<file path="src/rtl/afc_pkg.sv">
package afc_pkg;

  // Strobes from the decision logic into the counters and limit register.
  typedef struct packed {
    logic grant;      // advance the sent counter by this cycle's cost
    logic loadLimit;  // capture the incoming absolute limit
  } afcStrobe_t;

endpackage

</file>
<file path="src/rtl/afc_cost.sv">
// Converts a byte length into a block cost, rounding up; zero bytes cost one block.
module afc_cost #(
  parameter int LEN_W     = 16,
  parameter int CNT_W     = 12,
  parameter int BLK_BYTES = 64
) (
  input  logic             clk,
  input  logic             rst_n,
  input  logic             checkEn,
  input  logic [LEN_W-1:0] reqBytes,
  output logic [CNT_W-1:0] cost
);

  localparam int SHIFT = $clog2(BLK_BYTES);
  localparam int WIDE  = CNT_W + SHIFT + 1;

  logic [LEN_W-1:0] wholeBlocks;
  logic             partBlock;
  logic [CNT_W-1:0] rawCost;

  generate
    if (SHIFT == 0) begin : g_byteBlocks
      assign wholeBlocks = reqBytes;
      assign partBlock   = 1'b0;
    end else begin : g_wideBlocks
      assign wholeBlocks = reqBytes >> SHIFT;
      assign partBlock   = |reqBytes[SHIFT-1:0];
    end
  endgenerate

  always_comb begin
    rawCost = CNT_W'(wholeBlocks) + CNT_W'(partBlock);
    cost    = (rawCost == '0) ? CNT_W'(1) : rawCost;
  end

  // the cost covers the bytes and leaves less than one spare block.
  p_cost_round_r2: assert property (@(posedge clk) disable iff (!rst_n)
    checkEn |-> ((WIDE'(cost) * WIDE'(BLK_BYTES) >= WIDE'(reqBytes)) &&
                 ((reqBytes == '0) ||
                  ((WIDE'(cost) - WIDE'(1)) * WIDE'(BLK_BYTES) < WIDE'(reqBytes)))));

endmodule

</file>
<file path="src/rtl/afc_datapath.sv">
// Holds the absolute limit and the running sent count; reports whether the request fits.
module afc_datapath
  import afc_pkg::*;
#(
  parameter int LEN_W     = 16,
  parameter int CNT_W     = 12,
  parameter int BLK_BYTES = 64
) (
  input  logic             clk,
  input  logic             rst_n,
  input  logic             reqValid,
  input  logic [LEN_W-1:0] reqBytes,
  input  logic             updValid,
  input  logic [CNT_W-1:0] updLimit,
  input  afcStrobe_t       strobe,
  output logic             fits,
  output logic [CNT_W-1:0] blocksSent
);

  localparam logic [CNT_W-1:0] HALF = CNT_W'(1) << (CNT_W - 1);

  logic [CNT_W-1:0] limitQ;
  logic [CNT_W-1:0] sentQ;
  logic [CNT_W-1:0] cost;
  logic [CNT_W-1:0] effLimit;
  logic [CNT_W-1:0] avail;

  afc_cost #(
    .LEN_W    (LEN_W),
    .CNT_W    (CNT_W),
    .BLK_BYTES(BLK_BYTES)
  ) u_cost (
    .clk     (clk),
    .rst_n   (rst_n),
    .checkEn (reqValid),
    .reqBytes(reqBytes),
    .cost    (cost)
  );

  // An update in the same cycle is compared against the pre-grant count.
  always_comb begin
    effLimit = updValid ? updLimit : limitQ;
    avail    = effLimit - sentQ;
    fits     = (avail >= cost) && (avail < HALF);
  end

  always_ff @(posedge clk or negedge rst_n) begin
    if (!rst_n) begin
      limitQ <= '0;
      sentQ  <= '0;
    end else begin
      if (strobe.loadLimit) limitQ <= updLimit;
      if (strobe.grant)     sentQ  <= sentQ + cost;
    end
  end

  assign blocksSent = sentQ;

  // a grant advances the count by exactly the cost.
  p_advance_r4: assert property (@(posedge clk) disable iff (!rst_n)
    strobe.grant |=> (sentQ == CNT_W'($past(sentQ) + $past(cost))));

  // no grant, no movement.
  p_hold_r5: assert property (@(posedge clk) disable iff (!rst_n)
    !strobe.grant |=> $stable(sentQ));

  // the held limit is the last update, not an accumulation.
  p_absolute_r6: assert property (@(posedge clk) disable iff (!rst_n)
    updValid |=> (limitQ == $past(updLimit)));

  // after a grant the count never overtakes the limit.
  p_no_overrun_r8: assert property (@(posedge clk) disable iff (!rst_n)
    strobe.grant |=> (CNT_W'(limitQ - sentQ) < HALF));

endmodule

</file>
<file path="src/rtl/afc_ctrl.sv">
// Turns the request, the update and the fit verdict into strobes.
module afc_ctrl
  import afc_pkg::*;
(
  input  logic       clk,
  input  logic       rst_n,
  input  logic       reqValid,
  input  logic       updValid,
  input  logic       fits,
  output afcStrobe_t strobe,
  output logic       grant
);

  always_comb begin
    strobe.grant     = reqValid && fits;
    strobe.loadLimit = updValid;
  end

  assign grant = strobe.grant;

  // a grant only ever answers a request.
  p_grant_needs_req_r5: assert property (@(posedge clk) disable iff (!rst_n)
    grant |-> reqValid);

  // a fitting request is never left waiting.
  p_fit_granted_r3: assert property (@(posedge clk) disable iff (!rst_n)
    (reqValid && fits) |-> grant);

endmodule

</file>
<file path="src/rtl/afc_credit_tx.sv">
module afc_credit_tx
  import afc_pkg::*;
#(
  parameter int LEN_W     = 16,
  parameter int CNT_W     = 12,
  parameter int BLK_BYTES = 64
) (
  input  logic             clk,
  input  logic             rst_n,
  input  logic             reqValid,
  input  logic [LEN_W-1:0] reqBytes,
  input  logic             updValid,
  input  logic [CNT_W-1:0] updLimit,
  output logic             grant,
  output logic [CNT_W-1:0] blocksSent
);

  afcStrobe_t strobe;
  logic       fits;

  afc_ctrl u_ctrl (
    .clk     (clk),
    .rst_n   (rst_n),
    .reqValid(reqValid),
    .updValid(updValid),
    .fits    (fits),
    .strobe  (strobe),
    .grant   (grant)
  );

  afc_datapath #(
    .LEN_W    (LEN_W),
    .CNT_W    (CNT_W),
    .BLK_BYTES(BLK_BYTES)
  ) u_dp (
    .clk       (clk),
    .rst_n     (rst_n),
    .reqValid  (reqValid),
    .reqBytes  (reqBytes),
    .updValid  (updValid),
    .updLimit  (updLimit),
    .strobe    (strobe),
    .fits      (fits),
    .blocksSent(blocksSent)
  );

endmodule

</file>
<file path="config.mk">
export PLATFORM = sky130hd
export DESIGN_NAME = afc_credit_tx
export DESIGN_NICKNAME = d
export VERILOG_FILES = /design/src/rtl/afc_pkg.sv /design/src/rtl/afc_cost.sv /design/src/rtl/afc_datapath.sv /design/src/rtl/afc_ctrl.sv /design/src/rtl/afc_credit_tx.sv
export SDC_FILE = /design/constraint.sdc
export NUM_CORES = 1
export LEC_CHECK = 0
export BUFFER_PORTS_ARGS = -buffer_cell sky130_fd_sc_hd__clkbuf_2
export CAP_MARGIN = 20
export CORE_ASPECT_RATIO = 0.75
export CORE_MARGIN = 4
export CORE_UTILIZATION = 40
export DETAILED_ROUTE_END_ITERATION = 8
export GPL_TIMING_DRIVEN = 0
export PLACE_DENSITY = 0.64
export SLEW_MARGIN = 20
export SYNTH_ARGS = -nofsm -noshare
export SYNTH_HDL_FRONTEND = slang
export SYNTH_SLANG_ARGS = --single-unit
</file>
<file path="constraint.sdc">
create_clock -name clk -period 7.25 [get_ports clk]
set_input_delay 1.45 -clock clk [delete_from_list [all_inputs] [get_ports clk]]
set_output_delay 1.45 -clock clk [all_outputs]
set_load 0.02 [all_outputs]
</file>
# Word-level counts from Yosys, hierarchy flattened
# Cells that the tools add are included.
# word_totals
ff_bits	24
inputBits	32
out_inout_bits	13
# classes
n_addsub	3
magnitude_cmp	2
muxes	2
reduce_logical	4
# ops
operator	n
12-bit adder	1
12-bit greater-or-equal comparator	1
12-bit logical NOT	1
12-bit < comparator (second input constant)	1
12-bit two-way mux	1
12-bit subtractor	1
10-bit by 1-bit adder with 11-bit output	1
11-bit two-way mux	1
6-bit OR reduction	1
1-bit logical AND	2

# Longest topological paths before layout
# depth
word_depth	7
mapped_depth	20
ltp_nobuf	19

# Modules after synthesis
# Synthesis repeated with hierarchy kept, for this count alone.
# hier_totals
hier_cells	304
area_unflattened_um2	2725.1
# by_module_without_submodules
mod	instances	cells_each	area_each_um2	seq_area_each_um2
afc_datapath	1	258	2397.3	600.6
afc_cost	1	43	306.5	0.0
afc_ctrl	1	3	21.3	0.0

# Worst setup path after synthesis
# OpenSTA, ideal clock, no wires.
# synth_path
path_kind	input -> output
from	in updValid
to	out grant
t_arrival_ns	4.793
setup_slack_ns	1.007
path_stages	18
path_buffers	2
path_cell_list	buf_1 mux2i_1 ha_1 inv_1 fa_1 a21o_1 a21oi_1 o21ai_0 nor4_1 o41ai_1 a21oi_1 xnor2_1 ha_1 a2111o_1 a21oi_1 o31a_1 a211oi_2 buf_2
# synth_between
elab_chain_cells	5
word_cells_on_any_way	6
# synth_lines
item	line	source
from (decl)	afc_credit_tx.sv:12	input logic updValid,
12-bit two-way mux *	afc_datapath.sv:42	effLimit = updValid ? updLimit : limitQ;
12-bit subtractor *	afc_datapath.sv:43	avail = effLimit - sentQ;
12-bit greater-or-equal comparator or 12-bit < comparator (tied branches)	afc_datapath.sv:44	fits = (avail >= cost) && (avail < HALF);
1-bit logical AND *	afc_datapath.sv:44	
1-bit logical AND *	afc_ctrl.sv:15	strobe.grant = reqValid && fits;
to (decl)	afc_credit_tx.sv:14	output logic grant,
# Mark *: on every way between the ends. The rest lies on a longest branch, timed or not.

# Worst setup path in the final report
# Same ends and word-level chain as after synthesis.

==> out/metrics.csv <==
metric,value,unit
routed wire length,4894,µm
CTS buffer count,3,
Synth area leaders,"dfrtp_1, ha_1, xnor2_1",
Synth Area in Simple Gates,11.50,%
# diodes,0,
Fin. Hold Viols,0,
Netlist cell types,39,
adder-cell area share of the yosys netlist,21.13,%
Reg-to-Reg Start,u_dp.limitQ[0],
setup TNS,0,ps
area share of the largest cell type after synthesis,26.55,%
vias per cell,5.011,
Post-DP Area,2571,µm²
global-route wire length before repair,8383,µm
post-synth net total,320,
"EDFF count, synth",0,
sequential fraction of the synthesis area,26.55,%
Final GP Congestion,0.8643,
crit path max-delay cell type,fa_1,
Post-Synth XOR/XNOR Area,10.45,%
Final Cycle Share,93.62,%
DP HPWL,4166,µm
largest family of logic cells by synthesized area,adder cells,
vias,1859,
RSZ-0062 raised after global routing,no,
Layout Nets,367,
class of the worst hold path,reg2reg,
residual DRC count,0,
Clock Sinks,24,
worst flop-to-flop path endpoint,u_dp.blocksSent[0],
hold path depth,2,
"Remaining Overflow, GRT",0,
DR iter-0 viols,32,
pwr/cell area,422.4,nW/µm²
H-Tree Depth,1,
DR pass1 iterations,4,
Die Y,73.13,µm
Yosys warnings,0,
max incr delay on CP,400,ps
Clock transition at path regs,80,ps
Setup Skew,7.051,ps
"Setup Fix Bufs, Post-CTS",0,
Peak VDD IR,0.1183,mV
Startpoint Class,input pin,
syn avg cell area,9.013,µm²
hold_buf cts,0,
I/O Pins,45,
status,finished clean,
"flops & latches, synth",24,
routed len/inst,13.19,µm
FF-to-FF setup slack,3130,ps
Synth Area in Compound Gates,17.53,%
asr flop ratio synth,100.0,%
Synth area leader,dfrtp_1,
Antenna Nets Post-Route,0,
final max-slew violation count,0,
Critical Path AT,5340,ps
cell row count,23,
count of buffer and inverter cells on the critical path,4,
Total Routing Usage GR,15.33,%
"CP delay by family, top",compound AO/OA/AOI/OAI gates,
clk_lat worst skew,270,ps
Final min period,6787,ps
final setup fails,0,
cell area after synthesis,2262,µm²
mux cell area share after synthesis,7.301,%
share of layout cells above drive strength 1,21.62,%
largest net degree at the start of global routing,25,
Worst-Margin Slew,605.3,ps
CP max FO,12,
crit path capture type,output port,
Rel. slew slack,59.65,%
main flop type after synthesis,dfrtp_1,
FMAX,147.3,MHz
Initial Util,41.81,%
Crit Path Category,in2out,
clock root buffer,clkbuf_8,
most numerous cell on the critical path,a21oi_1,
Die X,94.84,µm
vias in the first global route,1769,
Hold Path Sink,u_dp.limitQ[11],
worst reg2reg path depth,18,
CTS tree,yes,
core area,5410,µm²
P&R area growth vs syn,15.32,%
CP Data Required Time,5800,ps
post-cts repair resize count,0,
Pleak,0.001291,µW
crit-path cells,clkbuf_2 -> mux2i_1 -> ha_1 -> inv_1 -> fa_1 -> a21o_1 -> a21oi_1 -> o21ai_0 -> nor4_1 -> o41ai_1 -> a21oi_1 -> xnor2_1 -> ha_1 -> a2111o_1 -> a21oi_1 -> o31a_1 -> a211oi_2 -> buf_2 -> clkbuf_2,
initial antenna violation count,0,
Max-Cap Viols,0,
clock tree buffer depth,2,
total die area,6935,µm²
# port buffers,43,
Mapped Cells,251,
post-route cell area,2609,µm²
Worst Min Path Start,u_dp.limitQ[11],
[area by class of cell]
cell class | instances | area (µm²)
Buffer | 4 | 20.02
Clock buffer | 3 | 41.29
Fill cell | 584 | 2801
Inverter | 27 | 101.3
Multi-Input combinational cell | 195 | 1536
Sequential cell | 24 | 600.6
Tap cell | 75 | 93.84
Timing Repair Buffer | 43 | 215.2
[metal layers]
layer,vias to the layer above,wire length [µm],global-route usage (%)
li1,981,-,-
met1,832,2604,23.88
met2,46,2037,22.58
met3,0,252,2.577
met4,0,0,1.920
met5,-,0,0
[flip-flops by register name (all words and copies together) (netlist names)]
name,flops
u_dp.blocksSent,12
u_dp.limitQ,12
[cell families (layout without fill, tap and decap cells)]
logic type                 count (synthesis)  count (layout)
AOI/OAI and AO/OA                         60              60
and+or+nand+nor                           56              56
adders and majority gates                 37              37
buffers and inverters                     32              77
xor gates and xnor gates                  27              27
DFF                                       24              24
muxes                                     15              15
[through the flow]
stage	std cells	hold WS (ps)	util [%]	setup slack (ps)	power, µW
3_5_place_dp	369	489.8	47.53	163.2	1025
2_1_floorplan	251	452.0	-	1007	842.1
6_report	371	499.4	48.22	462.7	1102
3_3_place_gp	369	478.0	47.53	230.8	1009
5_1_grt	371	518.4	48.22	147.8	1233
4_1_cts	372	508.6	48.29	135.4	1113
[layout by cell type (no fill, tap or decap), types with 2 or more instances in the layout]
cell	netlist	final
clkbuf_2	0	43
ha_1	35	35
inv_1	27	27
dfrtp_1	24	24
nand2_1	19	19
o21ai_0	18	18
xnor2_1	15	15
a21oi_1	14	14
xor2_1	12	12
nor2_1	11	11
mux2_2	11	11
nand3_1	10	10
o21a_1	6	6
a21o_1	5	5
and3_1	4	4
nor4_1	3	3
mux2i_1	3	3
nand2b_1	3	3
clkbuf_8	0	3
clkbuf_1	2	2
o31a_1	2	2
nor3_1	2	2
or2_2	2	2
a211oi_1	2	2
a2111o_1	2	2
o211ai_1	2	2
a31o_2	2	2
fa_1	2	2
[power breakdown]
group	total [µW]	internal (µW)	switching (µW)
Sequential	212	176	35.4
Combinational	812	361	450
Clock	78.3	37.2	41.2
[worst reg2reg max path, delay by kind of cell (launching register included)]
family | cells | cell delay [ps]
AO/OA/AOI/OAI | 9 | 1710
XOR/XNOR | 1 | 90
adder cells (fa/ha/maj) | 3 | 800
buffers and inverters | 2 | 250
flip-flops | 1 | 360
multiplexers | 2 | 520
AND/OR/NAND/NOR | 1 | 300
[how the worst max path moves through the flow]
stage	startpoint	endpoint	slack, ps	cells past startpoint
2_1_floorplan	updValid	grant	1010	18
4_1_cts	updValid	grant	140	20
6_report	updValid	grant	460	19
3_5_place_dp	updValid	grant	160	20
3_3_place_gp	updValid	grant	230	20
5_1_grt	updValid	grant	150	19
[Yosys cell counts (2+ instances only)]
master / n
a2111o_1: 2
a211oi_1: 2
a21o_1: 5
a21oi_1: 14
a31o_2: 2
and3_1: 4
clkbuf_1: 2
dfrtp_1: 24
fa_1: 2
ha_1: 35
inv_1: 27
mux2_2: 11
mux2i_1: 3
nand2_1: 19
nand2b_1: 3
nand3_1: 10
nor2_1: 11
nor3_1: 2
nor4_1: 3
o211ai_1: 2
o21a_1: 6
o21ai_0: 18
o31a_1: 2
or2_2: 2
xnor2_1: 15
xor2_1: 12
(Power assumes the default switching activity.)
